File: src/rtl/dram_leaf_ctrl.sv
module dram_leaf_ctrl #(
  parameter int REF_INTERVAL = 390,
  parameter int REF_CYCLES   = 6,
  parameter int BE_W         = 4
) (
  input  logic            clk,
  input  logic            rst_n,
  input  logic            ads,
  input  logic            dram_sel,
  input  logic            wr,
  input  logic            leaf_addr,
  input  logic [BE_W-1:0] be,
  input  logic            blast,
  input  logic            extend,
  output logic            ready,
  output logic            bank_sel,
  output logic            ras_n,
  output logic [BE_W-1:0] cas_a_n,
  output logic [BE_W-1:0] cas_b_n,
  output logic            dram_we_n
);
  localparam int RIW = (REF_INTERVAL > 1) ? $clog2(REF_INTERVAL) : 1;
  localparam int RLW = (REF_CYCLES > 1) ? $clog2(REF_CYCLES) : 1;
  localparam logic [RIW-1:0] RI_LAST  = RIW'(REF_INTERVAL - 1);
  localparam logic [RLW-1:0] RL_FIRST = RLW'(REF_CYCLES - 1);

  typedef enum logic [2:0] {S_IDLE, S_RAS, S_RD, S_WR, S_WGAP, S_REF} st_t;

  st_t            st, st_n;
  logic [RIW-1:0] ref_cnt;
  logic [RLW-1:0] ref_left;
  logic           ref_pend, req_q, wr_q, a2_q, leaf, first;

  wire take     = ads & dram_sel;
  wire open_win = (st == S_IDLE) || (st == S_REF);
  wire ref_go   = (st == S_IDLE) && ref_pend;
  wire hold_ext = (st == S_RD) && first && blast && extend;
  wire cas_on   = (st == S_RD) || (st == S_WR);

  always_comb begin
    st_n = st;
    unique case (st)
      S_IDLE:  if (ref_pend) st_n = S_REF; else if (take) st_n = S_RAS;
      S_RAS:   st_n = wr_q ? S_WR : S_RD;
      S_RD:    if (blast && !hold_ext) st_n = S_IDLE;
      S_WR:    st_n = blast ? S_IDLE : S_WGAP;
      S_WGAP:  st_n = S_WR;
      S_REF:   if (ref_left == '0) st_n = (req_q || take) ? S_RAS : S_IDLE;
      default: st_n = S_IDLE;
    endcase
  end

  always_ff @(posedge clk or negedge rst_n) begin
    if (!rst_n) begin
      st       <= S_IDLE;
      ref_cnt  <= '0;
      ref_pend <= 1'b0;
      ref_left <= '0;
      req_q    <= 1'b0;
      wr_q     <= 1'b0;
      a2_q     <= 1'b0;
      leaf     <= 1'b0;
      first    <= 1'b0;
    end else begin
      st <= st_n;
      if (ref_cnt == RI_LAST) ref_cnt <= '0;
      else ref_cnt <= ref_cnt + 1'b1;
      if (ref_cnt == RI_LAST) ref_pend <= 1'b1;
      else if (ref_go) ref_pend <= 1'b0;
      if (ref_go) ref_left <= RL_FIRST;
      else if (st == S_REF && ref_left != '0) ref_left <= ref_left - 1'b1;
      if (st == S_RAS) req_q <= 1'b0;
      else if (take && open_win) req_q <= 1'b1;
      if (take && open_win) begin
        wr_q <= wr;
        a2_q <= leaf_addr;
      end
      if (st == S_RAS) begin
        leaf  <= a2_q;
        first <= 1'b1;
      end else if (cas_on) begin
        leaf  <= hold_ext ? leaf : ~leaf;
        first <= hold_ext;
      end
    end
  end

  assign ready     = cas_on;
  assign bank_sel  = leaf;
  assign ras_n     = !((st == S_RAS) || (st == S_RD) || (st == S_WR) || (st == S_WGAP) ||
                       ((st == S_REF) && (ref_left != RL_FIRST)));
  assign cas_a_n   = (st == S_REF) ? '0 : (cas_on && !leaf) ? ~be : '1;
  assign cas_b_n   = (st == S_REF) ? '0 : (cas_on &&  leaf) ? ~be : '1;
  assign dram_we_n = !(wr_q && ((st == S_RAS) || (st == S_WR) || (st == S_WGAP)));
endmodule

File: config.mk
export PLATFORM = sky130hd
export DESIGN_NAME = dram_leaf_ctrl
export DESIGN_NICKNAME = d
export VERILOG_FILES = /design/src/rtl/dram_leaf_ctrl.sv
export SDC_FILE = /design/constraint.sdc
export NUM_CORES = 1
export LEC_CHECK = 0
export CORE_MARGIN = 2
export CORE_UTILIZATION = 53
export CTS_CLUSTER_SIZE = 40
export DETAILED_ROUTE_END_ITERATION = 8
export PLACE_DENSITY = 0.84
export REMOVE_ABC_BUFFERS = 1
export SLEW_MARGIN = 20
export SYNTH_ARGS = -nofsm -noshare
export SYNTH_HDL_FRONTEND = slang
export SYNTH_SLANG_ARGS = --single-unit
File: constraint.sdc
create_clock -name clk -period 4.1 [get_ports clk]
set_input_delay 0.615 -clock clk [delete_from_list [all_inputs] [get_ports clk]]
set_output_delay 0.615 -clock clk [all_outputs]
set_load 0.005 [all_outputs]
* Word-level counts from Yosys, hierarchy flattened *
Index checks and enable logic that the tools add are counted.

storage, ports and cells
  bits of input ports = 12
  bits in registers = 21

cells by class
  $add $sub $neg = 2
  muxes and demuxes = 24
  equality and inequality tests = 11
  bitwise operators = 3
  reduce and logical (&&, ||, !) cells = 33

operators by type and width
  kind                                                                    number
  3-bit two-way mux                                                       7
  3-bit case mux with 6 select lines                                      1
  4-bit two-way mux                                                       4
  1-bit logical AND                                                       11
  1-bit two-way mux                                                       11
  9-bit by 1-bit adder with 9-bit output (second input constant)          1
  9-bit equality test (second input constant)                             1
  1-bit logical OR                                                        9
  9-bit two-way mux                                                       1
  2-bit nonzero test                                                      4
  3-bit by 2-bit equality test with 1-bit output (second input constant)  2
  3-bit equality test (second input constant)                             2
  3-bit zero test                                                         2
  2-bit by 1-bit != test with 1-bit output (second input constant)        3
  3-bit != test (second input constant)                                   2
  1-bit zero test                                                         4
  4-bit NOT                                                               1
  3-bit by 1-bit equality test with 1-bit output (second input constant)  1
  3-bit AND reduction                                                     1
  3-bit nonzero test                                                      1
  3-bit by 1-bit subtractor with 3-bit output (second input constant)     1
  2-bit AND reduction                                                     1
  1-bit AND                                                               1
  1-bit NOT                                                               1

* Depth between registers and ports, before layout *
  word-level depth = 8
  depth in mapped cells = 6
  depth with buffers taken out = 6

* Least setup slack after synthesis *
OpenSTA, ideal clock, no wires.

  path type = reg-to-output
  start point = reg st[1]
  end point = out cas_a_n[0]
  setup slack = 2.468 ns
  stages on the path, launching flop included = 4
  arrival time = 1.017 ns
  buffers on the path = 1
  cells stage by stage = dfrtp_1 buf_2 nor2_1 a21oi_1

on the way
  longest elaborated chain between the ends = 5

RTL lines
  what                                            line  text
  start: declaration                              29    st_t st, st_n;
  start signal: assignment                        65    st <= st_n;
  3-bit by 2-bit equality test with 1-bit output  38    wire cas_on = (st == S_RD) || (st == S_WR);
  1-bit logical OR                                38
  1-bit logical AND                               92    assign cas_a_n = (st == S_REF) ? '0 : (cas_on && !leaf) ? ~be : '1;
  4-bit two-way mux                               92
  4-bit two-way mux *                             92
  end: declaration                                18    output logic [BE_W-1:0] cas_a_n,

Every way passes the cells marked *; elsewhere a longest branch is shown, timed or not.

* Worst setup path in the final report *
  start point = reg st[0]
  end point = out cas_a_n[0]

Same word-level chain as after synthesis.

==> reports/metrics.cfg <==
[finish]
layout_commonest_cell = clkdlybuf4s50_1
syn_to_final_growth_pct = 23.3
final_cell_mix = clkdlybuf4s50_1, dfrtp_1, nand2_1
fin_nets = 164
diodes = 0
drive_gt1_share_pct = 6.85

[timing]
drv_slew = 0
fin_crit_sh_pct = 63.2
finalCriticalPeriod_ns = 2.59
final.setup.tns_ns = 0
slew_headroom_pct = 39.9
worst_pin_slew_ns = 0.898
finalSetupViolCount = 0
final-hold-violation-count = 0
timing.fmax_mhz = 386
clock-skew-final_ns = 0.000921
rsz0062_at_grt = false

[global_routing]
grt_use_met2_pct = 33.6
grt_pass1_vias = 933
antenna_found_initial = 0
grt_max_degree = 22
grtUsageTotal_pct = 20.3
grt_pass1_wl_um = 3920
grt.met3_usage_pct = 4.76
grt_remaining_overflow = 0
met1_usage_pct = 24.6
top_usage_layer = met2

[power_and_ir_drop]
power_uw = 655
ir_drop_v = 0.000289
p_per_area_nw_per_um2 = 459
p_leak_uw = 0.000613

[synthesis]
postSynthAreaPerCell_sq_um = 9.50
ys_types = 34
synth_seq_cells = 21
synth_xor_area_share_pct = 6.05
yosysWarnings = 0
synth_adder_area_share_pct = 5.40
yosys.area_share.simple_pct = 22.6
synth_top_family_by_area = simple AND/OR/NAND/NOR gates
syn_inst = 122
syn-cell-area_sq_um = 1160
synthMuxAreaShare_pct = 1.94
synth_compound_area_share_pct = 14.4
seq_area_frac_synth_pct = 45.4

[clocking]
cts_tree = yes
clk_path_buf_depth = 2
ctsResizeCount = 0
clock_sinks = 21
clk_latency_ns = 0.30
hold_buffers = 0
cts_buffers = 3
cts_setup_buffers = 0
clock-root-buffer = clkbuf_4
htreeDepth = 1
clkTransAtPathRegs_ns = 0.11

[route]
drc = 0
via_count = 970
avgViaCountPerCell = 5.61
wl_um = 2190
drt_iter0_drc = 13
ant_nets = 0
dr.pass1.iters = 4
routedWlPerCell_um = 12.7

[floorplanning]
dieArea_sq_um = 2580
num_rows = 16
core_sq_um = 2000
ios = 24
die_h_um = 50.8
die_w_um = 50.8
initial_utilization_pct = 57.9

[hold_path]
min_to = req_q
hold_path.class = flip-flop to flip-flop
hold_start = req_q
hold_path_depth = 1

[setup_path]
crit_type = flip-flop to output pin
r2r_start = ref_cnt[1]
critical_path_peak_fanout = 11
rr_endpoint = ref_cnt[7]
end_kind = output pin
required_ns = 3.48
r2r_setup_slack_ns = 2.53
worstPathArrival_ns = 1.98
start_kind = flip-flop
rr_worst_depth = 6

[placed_design]
port_buffers = 23
gp_congestion = 0.776
hpwl_um = 1710

[outcome]
status = complete, no violations

[run]
max-cap-violations = 0

## how the worst max path moves through the flow
stage | slack (ns) | start | cells past startpoint | endpoint
floorplan | 2.45 | st[0] | 3 | cas_a_n[0]
global placement | 1.80 | be[0] | 3 | cas_a_n[0]
detailed placement | 1.77 | be[2] | 3 | cas_a_n[2]
CTS | 1.50 | st[1] | 4 | cas_a_n[2]
global route | 1.31 | st[0] | 4 | cas_a_n[0]
finish | 1.51 | st[0] | 4 | cas_a_n[0]
## cell families (layout without fill, tap and decap cells)
logic type,count (synthesis),in the layout
AND/OR/NAND/NOR,49,49
AO/OA/AOI/OAI,26,26
flip-flops,21,21
buffers and inverters,11,35
XOR/XNOR,8,8
adder cells (fa/ha/maj),5,5
multiplexers,2,2
## synthesized netlist by cell type
cell type	instances	area share, %
ha_1	5	5.4
o22a_1	2	1.5
buf_2	1	0.43
a21o_1	1	0.65
nor2_1	14	4.5
nor3_1	4	1.7
xor2_1	3	2.3
nand3b_1	2	1.3
nand2_1	16	5.2
o21ai_1	1	0.43
a21oi_1	10	4.3
mux2_2	2	1.9
o211ai_1	1	0.65
o32ai_1	1	0.76
o21ai_0	2	0.86
a31oi_1	4	2.2
a221oi_1	1	0.76
buf_4	2	1.3
nor3_4	1	1.4
nand3_1	3	1.3
inv_1	8	2.6
and4_1	1	0.76
o21bai_1	1	0.65
a32o_1	1	0.86
nand2b_1	2	1.1
nand4b_1	1	0.76
nor3_2	1	0.86
nand4_1	1	0.54
nor4_4	1	1.8
xnor2_1	5	3.8
and3_1	1	0.54
a21o_2	1	0.76
or2b_2	1	0.76
dfrtp_1	21	45
## per-stage QoR
stage / setup WS, ns / hold slack (ns) / std cells / util [%] / instance area, sq um
after global placement: 1.80 / 0.492 / 169 / 70.1 / 1400
after global routing: 1.31 / 0.543 / 173 / 71.4 / 1430
after floorplan: 2.45 / 0.319 / 119 / - / 1140
after CTS: 1.50 / 0.527 / 173 / 71.4 / 1430
final: 1.51 / 0.526 / 173 / 71.4 / 1430
after detailed placement: 1.77 / 0.502 / 169 / 70.1 / 1400
## power by group
group          internal (uW)  switching [uW]  leakage [uW]  total [uW]
combinational            148             111      0.000333         259
clock                   38.0            59.6     0.0000150        97.7
sequential               242            56.6      0.000265         299
## sequential cells by signal (all words and copies together) (netlist names)
register  count
ref_left      3
wr_q          1
first         1
ref_cnt       9
req_q         1
bank_sel      1
st            3
ref_pend      1
a2_q          1
## layer usage
layer | up-vias | part of all wire (%)
met3 | 7 | 5.8
met2 | 26 | 49
met1 | 459 | 43
li1 | 478 | -
met4 | 0 | 2.6
met5 | - | 0
## area by class of cell
cell class,instances,area (sq um)
multi-input cells,90,583
fillers,160,573
flip-flops and latches,21,526
repair buffers,23,230
well taps,27,33.8
inverters,8,30.0
clock buffers,4,26.3
## critical path: stages, from the launching register on
cell and delay (ns):
dfrtp_1 0.55, nand2_1 0.19, nor2_1 0.38, a21oi_1 0.09
clkdlybuf4s50_1 0.46
Power figures use the tool's default switching activity.
